`src/rtl/adc_cap_pkg.sv`:
```
// Package: shared sizes and the sequencer state type for the ADC sampler.
// Assumes: an 8-bit converter and a fixed power-of-two front-end gain.
package adc_cap_pkg;
    localparam int CODE_W      = 8;    // converter resolution
    localparam int GAIN_SHIFT  = 2;    // x4 attenuation compensation
    localparam int TIMEOUT_CYC = 200;  // ready wait budget in cycles
    localparam int EXP_W       = 8;
    localparam int FRAC_W      = 23;
    localparam int EXP_BIAS    = 127;

    typedef enum logic [1:0] {
        SEQ_IDLE = 2'd0,
        SEQ_WAIT = 2'd1,
        SEQ_PACK = 2'd2
    } seq_state_t;
endpackage

```
`src/rtl/adc_seq_ctrl.sv`:
```
// Module: converter handshake sequencer.
// Does: starts a conversion, waits for active-low ready within a budget,
//       latches the data bus, and flags either a pack step or a timeout.
// Assumes: ready is sampled synchronously; start is a level sampled when idle.
module adc_seq_ctrl
    import adc_cap_pkg::*;
#(
    parameter int DATA_W  = CODE_W,
    parameter int WAIT_MAX = TIMEOUT_CYC
) (
    input  logic              clk,
    input  logic              rst_n,
    input  logic              start_i,
    input  logic [DATA_W-1:0] data_i,
    input  logic              rdy_n_i,
    output logic              strobe_n_o,
    output logic [DATA_W-1:0] code_o,
    output logic              pack_o,
    output logic              abort_o
);
    localparam int CNT_W = (WAIT_MAX > 1) ? $clog2(WAIT_MAX) : 1;
    localparam logic [CNT_W-1:0] CNT_LAST = CNT_W'(WAIT_MAX - 1);

    seq_state_t        state_q;
    logic [CNT_W-1:0]  wait_cnt_q;
    logic [DATA_W-1:0] code_q;
    logic              abort_q;

    // State, wait counter, sample latch and abort pulse.
    always_ff @(posedge clk) begin
        if (!rst_n) begin
            state_q    <= SEQ_IDLE;
            wait_cnt_q <= '0;
            code_q     <= '0;
            abort_q    <= 1'b0;
        end else begin
            abort_q <= 1'b0;
            unique case (state_q)
                SEQ_IDLE: begin
                    wait_cnt_q <= '0;
                    if (start_i) state_q <= SEQ_WAIT;
                end
                SEQ_WAIT: begin
                    if (!rdy_n_i) begin
                        code_q  <= data_i;
                        state_q <= SEQ_PACK;
                    end else if (wait_cnt_q == CNT_LAST) begin
                        abort_q <= 1'b1;
                        state_q <= SEQ_IDLE;
                    end else begin
                        wait_cnt_q <= wait_cnt_q + 1'b1;
                    end
                end
                SEQ_PACK: state_q <= SEQ_IDLE;
                default:  state_q <= SEQ_IDLE;
            endcase
        end
    end

    // Strobes low only while waiting for the converter.
    assign strobe_n_o = (state_q != SEQ_WAIT);
    assign code_o     = code_q;
    assign pack_o     = (state_q == SEQ_PACK);
    assign abort_o    = abort_q;
endmodule

```
`src/rtl/gain_shift.sv`:
```
// Module: fixed power-of-two gain compensation.
// Does: multiplies the unsigned code by 2**SHIFT with no rounding.
// Assumes: the output is wide enough for the full product.
module gain_shift #(
    parameter int IN_W  = 8,
    parameter int SHIFT = 2
) (
    input  logic [IN_W-1:0]       code_i,
    output logic [IN_W+SHIFT-1:0] scaled_o
);
    // Append SHIFT zero bits below the code.
    generate
        if (SHIFT > 0) begin : g_shift
            assign scaled_o = {code_i, {SHIFT{1'b0}}};
        end else begin : g_pass
            assign scaled_o = code_i;
        end
    endgenerate
endmodule

```
`src/rtl/float_packer.sv`:
```
// Module: unsigned integer to IEEE-754 single-precision encoder.
// Does: finds the leading one, forms the biased exponent and left-aligns the
//       bits below it into the fraction; zero maps to +0.0.
// Assumes: input is non-negative; exact whenever IN_W <= FRAC_W + 1.
module float_packer
    import adc_cap_pkg::*;
#(
    parameter int IN_W = 10
) (
    input  logic [IN_W-1:0] val_i,
    output logic [31:0]     float_o
);
    localparam int LEAD_W = (IN_W > 1) ? $clog2(IN_W) : 1;

    logic [LEAD_W-1:0] lead;
    logic [IN_W-1:0]   below;
    logic [FRAC_W-1:0] frac;
    logic [EXP_W-1:0]  expo;

    // Priority encoder: the highest set bit wins.
    always_comb begin
        lead = '0;
        for (int i = 0; i < IN_W; i++) begin
            if (val_i[i]) lead = LEAD_W'(i);
        end
    end

    // Shift the leading one out of the top, leaving the lower bits aligned.
    always_comb begin
        below = val_i << (IN_W - int'(lead));
    end

    // Pad or truncate the aligned bits into the fraction field.
    generate
        if (IN_W <= FRAC_W) begin : g_pad
            assign frac = {below, {(FRAC_W - IN_W){1'b0}}};
        end else begin : g_trunc
            assign frac = below[IN_W-1 -: FRAC_W];
        end
    endgenerate

    assign expo = EXP_W'(EXP_BIAS) + EXP_W'(lead);

    // Assemble the word; zero is special-cased to all zeros.
    always_comb begin
        if (val_i == '0) float_o = 32'h0;
        else             float_o = {1'b0, expo, frac};
    end
endmodule

```
`src/rtl/adc_float_capture.sv`:
```
// Module: top of the ADC sampler with single-precision output.
// Does: converter handshake, x4 rescale, float encoding, registered delivery.
// Assumes: one converter, one outstanding request at a time.
module adc_float_capture
    import adc_cap_pkg::*;
#(
    parameter int DATA_W   = CODE_W,
    parameter int SHIFT    = GAIN_SHIFT,
    parameter int WAIT_MAX = TIMEOUT_CYC
) (
    input  logic              clk,
    input  logic              rst_n,
    input  logic              start_i,
    input  logic [DATA_W-1:0] adc_data_i,
    input  logic              adc_rdy_n_i,
    output logic              conv_n_o,
    output logic              rd_n_o,
    output logic [31:0]       value_o,
    output logic              valid_o,
    output logic              timeout_o
);
    localparam int VAL_W = DATA_W + SHIFT;

    logic              strobe_n;
    logic [DATA_W-1:0] code;
    logic              pack_go;
    logic              abort;
    logic [VAL_W-1:0]  scaled;
    logic [31:0]       packed_w;
    logic [31:0]       value_q;
    logic              valid_q;

    adc_seq_ctrl #(.DATA_W(DATA_W), .WAIT_MAX(WAIT_MAX)) u_seq (
        .clk(clk), .rst_n(rst_n), .start_i(start_i), .data_i(adc_data_i),
        .rdy_n_i(adc_rdy_n_i), .strobe_n_o(strobe_n), .code_o(code),
        .pack_o(pack_go), .abort_o(abort)
    );

    gain_shift #(.IN_W(DATA_W), .SHIFT(SHIFT)) u_gain (
        .code_i(code), .scaled_o(scaled)
    );

    float_packer #(.IN_W(VAL_W)) u_pack (
        .val_i(scaled), .float_o(packed_w)
    );

    // Output register: load the encoded word on the pack step.
    always_ff @(posedge clk) begin
        if (!rst_n) begin
            value_q <= '0;
            valid_q <= 1'b0;
        end else begin
            valid_q <= pack_go;
            if (pack_go) value_q <= packed_w;
        end
    end

    assign conv_n_o  = strobe_n;
    assign rd_n_o    = strobe_n;
    assign value_o   = value_q;
    assign valid_o   = valid_q;
    assign timeout_o = abort;
endmodule

```
`config.mk`:
```
export PLATFORM = sky130hd
export DESIGN_NAME = adc_float_capture
export DESIGN_NICKNAME = d
export VERILOG_FILES = /design/src/rtl/adc_cap_pkg.sv /design/src/rtl/adc_seq_ctrl.sv /design/src/rtl/gain_shift.sv /design/src/rtl/float_packer.sv /design/src/rtl/adc_float_capture.sv
export SDC_FILE = /design/constraint.sdc
export NUM_CORES = 1
export LEC_CHECK = 0
export ABC_AREA = 1
export BUFFER_PORTS_ARGS = -buffer_cell sky130_fd_sc_hd__buf_2
export CAP_MARGIN = 20
export CORE_MARGIN = 10
export CORE_UTILIZATION = 35
export DETAILED_ROUTE_END_ITERATION = 10
export MAX_ROUTING_LAYER = met4
export PLACE_DENSITY_LB_ADDON = 0.12
export SYNTH_ARGS = -nofsm -noshare
export SYNTH_HDL_FRONTEND = slang
export SYNTH_HIERARCHICAL = 1
export SYNTH_SLANG_ARGS = --single-unit
```
`constraint.sdc`:
```
create_clock -name clk -period 2.8 [get_ports clk]
set_input_delay 0.56 -clock clk [delete_from_list [all_inputs] [get_ports clk]]
set_output_delay 0.56 -clock clk [all_outputs]
set_load 0.01 [all_outputs]
```
==> flow_metrics.env <==
export IMPL_status="completed"
export IMPL_holdCritPathClass="register to register"
export IMPL_hold_start="value_o[15]"
export IMPL_synthAdderAreaFrac=0.0162
export IMPL_viasPerCell=4.28
export IMPL_overflow=0
export IMPL_avgRoutedWirePerCell_um=10.8
export IMPL_fill_cells=1020
export IMPL_drt_wl_total_um=6800
export IMPL_core_area_um2=8680
export IMPL_dr_first_iter_drc_count=142
export IMPL_grt_pass1_wl_um=12000
export IMPL_cts_resized_gates=0
export IMPL_synth_top_cell_area_share=0.336
export IMPL_synth_area_leader_cell="dfxtp_1"
export IMPL_reg2reg_to="value_o[22]"
export IMPL_cts_root_buf="clkbuf_8"
export IMPL_cts_setup_buffers=0
export IMPL_insertion_delay_ps=300
export IMPL_worstSetupPathType="register to register"
export IMPL_dieArea_um2=13000
export IMPL_synth_compound_area_share=0.0623
export IMPL_drc=0
export IMPL_cp_required_ps=3010
export IMPL_muxShareOfSynthArea=0
export IMPL_layout_commonest_cell="nand2_1"
export IMPL_worstPathArrival_ps=2670
export IMPL_yosysWarnings=6
export IMPL_synth_distinct_cells=29
export IMPL_fmax_mhz=406
export IMPL_reg2reg_depth=19
export IMPL_clock_skew_ps=8.26
export IMPL_r2r_start="u_seq/code_o[2]"
export IMPL_hold_viol=0
export IMPL_postRouteAntennaNets=0
export IMPL_die_h_um=114
export IMPL_dp_hpwl_um=5000
export IMPL_yosys_top_cells_area="dfxtp_1, nand2_1, nor2_1, inv_1, nand3_1"
export IMPL_leakage_nw=1.54
export IMPL_cts_buffers=5
export IMPL_num_vias=2683
export IMPL_finalSetupViolations=0
export IMPL_io_pin_count=48
export IMPL_clock_sinks=52
export IMPL_drive_above_1_share=0.154
export IMPL_nNetsFinal=534
export IMPL_place_worst_setup_slack_ps=339
export IMPL_h_tree_depth=2
export IMPL_cts_tree="done"
export IMPL_num_antenna_cells=0
export IMPL_synth_top_family_by_area="simple AND/OR/NAND/NOR gates"
export IMPL_yosysSeqAreaShare=0.336
export IMPL_slew_headroom=0.590
export IMPL_io_buffers=47
export IMPL_finalMaxSlewViolations=0
export IMPL_holdBufCountCts=0
export IMPL_die_x_um=114
export IMPL_synth_area_um2=3090
export IMPL_ys_ff_latch=52
export IMPL_path_clk_slew_ps=100
export IMPL_finalCritPeriodShare=0.879
export IMPL_fin_ws_ps=338
export IMPL_grt_start_max_net_pins=66
export IMPL_synthXorXnorAreaFrac=0.0117
export IMPL_syn_avg_cell_area_um2=6.33
export IMPL_layout_common_cells="nand2_1, nor2_1, inv_1"
export IMPL_grt_util_all_layers=0.112
export IMPL_cts_buffer_depth=2
export IMPL_antenna_found_initial=0
export IMPL_drv_cap=0
export IMPL_setup_tns_ps=0
export IMPL_hold_depth=2
export IMPL_tightest_slew_ps=615
export IMPL_critPathMaxFanout=11
export IMPL_routabilityCongestion=0.824
export IMPL_start_util=0.357
export IMPL_rsz0062_at_grt="no"
export IMPL_start_kind="register"
export IMPL_netlist_instances=489
export IMPL_power_w=0.00167
export IMPL_period_needed_ps=2460
export IMPL_irDropWorstVdd_v=0.000181
export IMPL_synth_simple_gate_area_frac=0.386
export IMPL_endpoint_kind="register"
export IMPL_reg2reg_slack_ps=340
export IMPL_area_growth_synth_to_final_pct=7.76
export IMPL_drtPass1Iterations=5
export IMPL_grt_pass1_vias=2669
export IMPL_rows=34
export IMPL_min_to="value_o[15]"
export IMPL_powerDensity_nw_per_um2=502
[sequential cells by signal, summed over array words and instances (netlist names)]
name / cells
valid_o: 1
u_seq/code_o: 8
value_o: 32
u_seq/state_q: 2
u_seq/abort_o: 1
u_seq/wait_cnt_q: 8
[worst max-delay path, stage by stage (launching register included)]
cell     delay [ps]
dfxtp_1         460
inv_1            90
nand2_1          70
nand2_1          60
nand2_2          80
nand2_4          90
nand2_4         150
inv_1           100
ha_1            190
inv_1           140
xor2_4          250
inv_1           180
nand3_1         110
nand3_1          80
nand2_1          60
inv_1            40
inv_1            40
nand2_1          40
nand2_1          80
nor2_1           40
[synthesized netlist by cell type]
cell,n
a21boi_1,1
a21oi_1,21
a21oi_2,3
buf_2,7
buf_4,26
buf_6,6
buf_8,1
clkbuf_1,1
conb_1,2
dfxtp_1,52
ha_1,4
inv_1,66
inv_2,2
nand2_1,127
nand2_2,5
nand2_4,3
nand3_1,40
nand3_2,2
nand4_1,1
nor2_1,97
nor2_2,4
nor2_4,1
nor3_1,4
nor4_1,1
o21ai_0,7
o21ai_1,2
o21ai_2,1
xor2_1,1
xor2_4,1
[worst max path at each step]
stage	from	cells after the start	end
6_report	u_seq/code_o[2]	19	value_o[22]
5_1_grt	u_seq/code_o[1]	15	value_o[21]
4_1_cts	u_seq/code_o[2]	19	value_o[22]
3_5_place_dp	u_seq/code_o[2]	19	value_o[22]
3_3_place_gp	u_seq/code_o[2]	19	value_o[22]
2_1_floorplan	u_seq/code_o[1]	22	value_o[22]
[routing by layer]
layer	wire length (um)	track usage	up-vias
met3	328	0.0357	9
met4	88	0.0343	0
met5	0	-	-
li1	-	-	1493
met2	3080	0.181	36
met1	3310	0.129	1145
[report_power, final]
part           leakage [nW]  internal (W)  switching [W]
clock                0.0541      0.000265       0.000250
sequential            0.421      0.000762      0.0000170
combinational          1.07      0.000128       0.000250
[cell families after synthesis]
family          count (synthesis)
compound gates                 35
xor+xnor                        2
fa+ha+maj                       4
buf+inv                       109
flops                          52
other cells                     2
simple gates                  285
[area by class of cell]
class	count	area [um^2]	share of cell area
multi-input combinational	342	1540	0.462
clock buffer	5	68.8	0.0206
sequential	52	1040	0.312
clock inverter	3	42.5	0.0128
inverter	68	255	0.0765
timing repair buffer	49	250	0.0750
tap	108	135	0.0405
[through the flow]
step	cell area (um^2)	cells	util	hold WS, ps
after floorplan	3150	503	-	441
after global placement	3220	619	0.371	454
after detailed placement	3220	619	0.371	460
after CTS	3330	627	0.384	473
after global routing	3330	627	0.384	494
final	3330	627	0.384	470
Note: power is estimated with default switching activity, not from simulation.
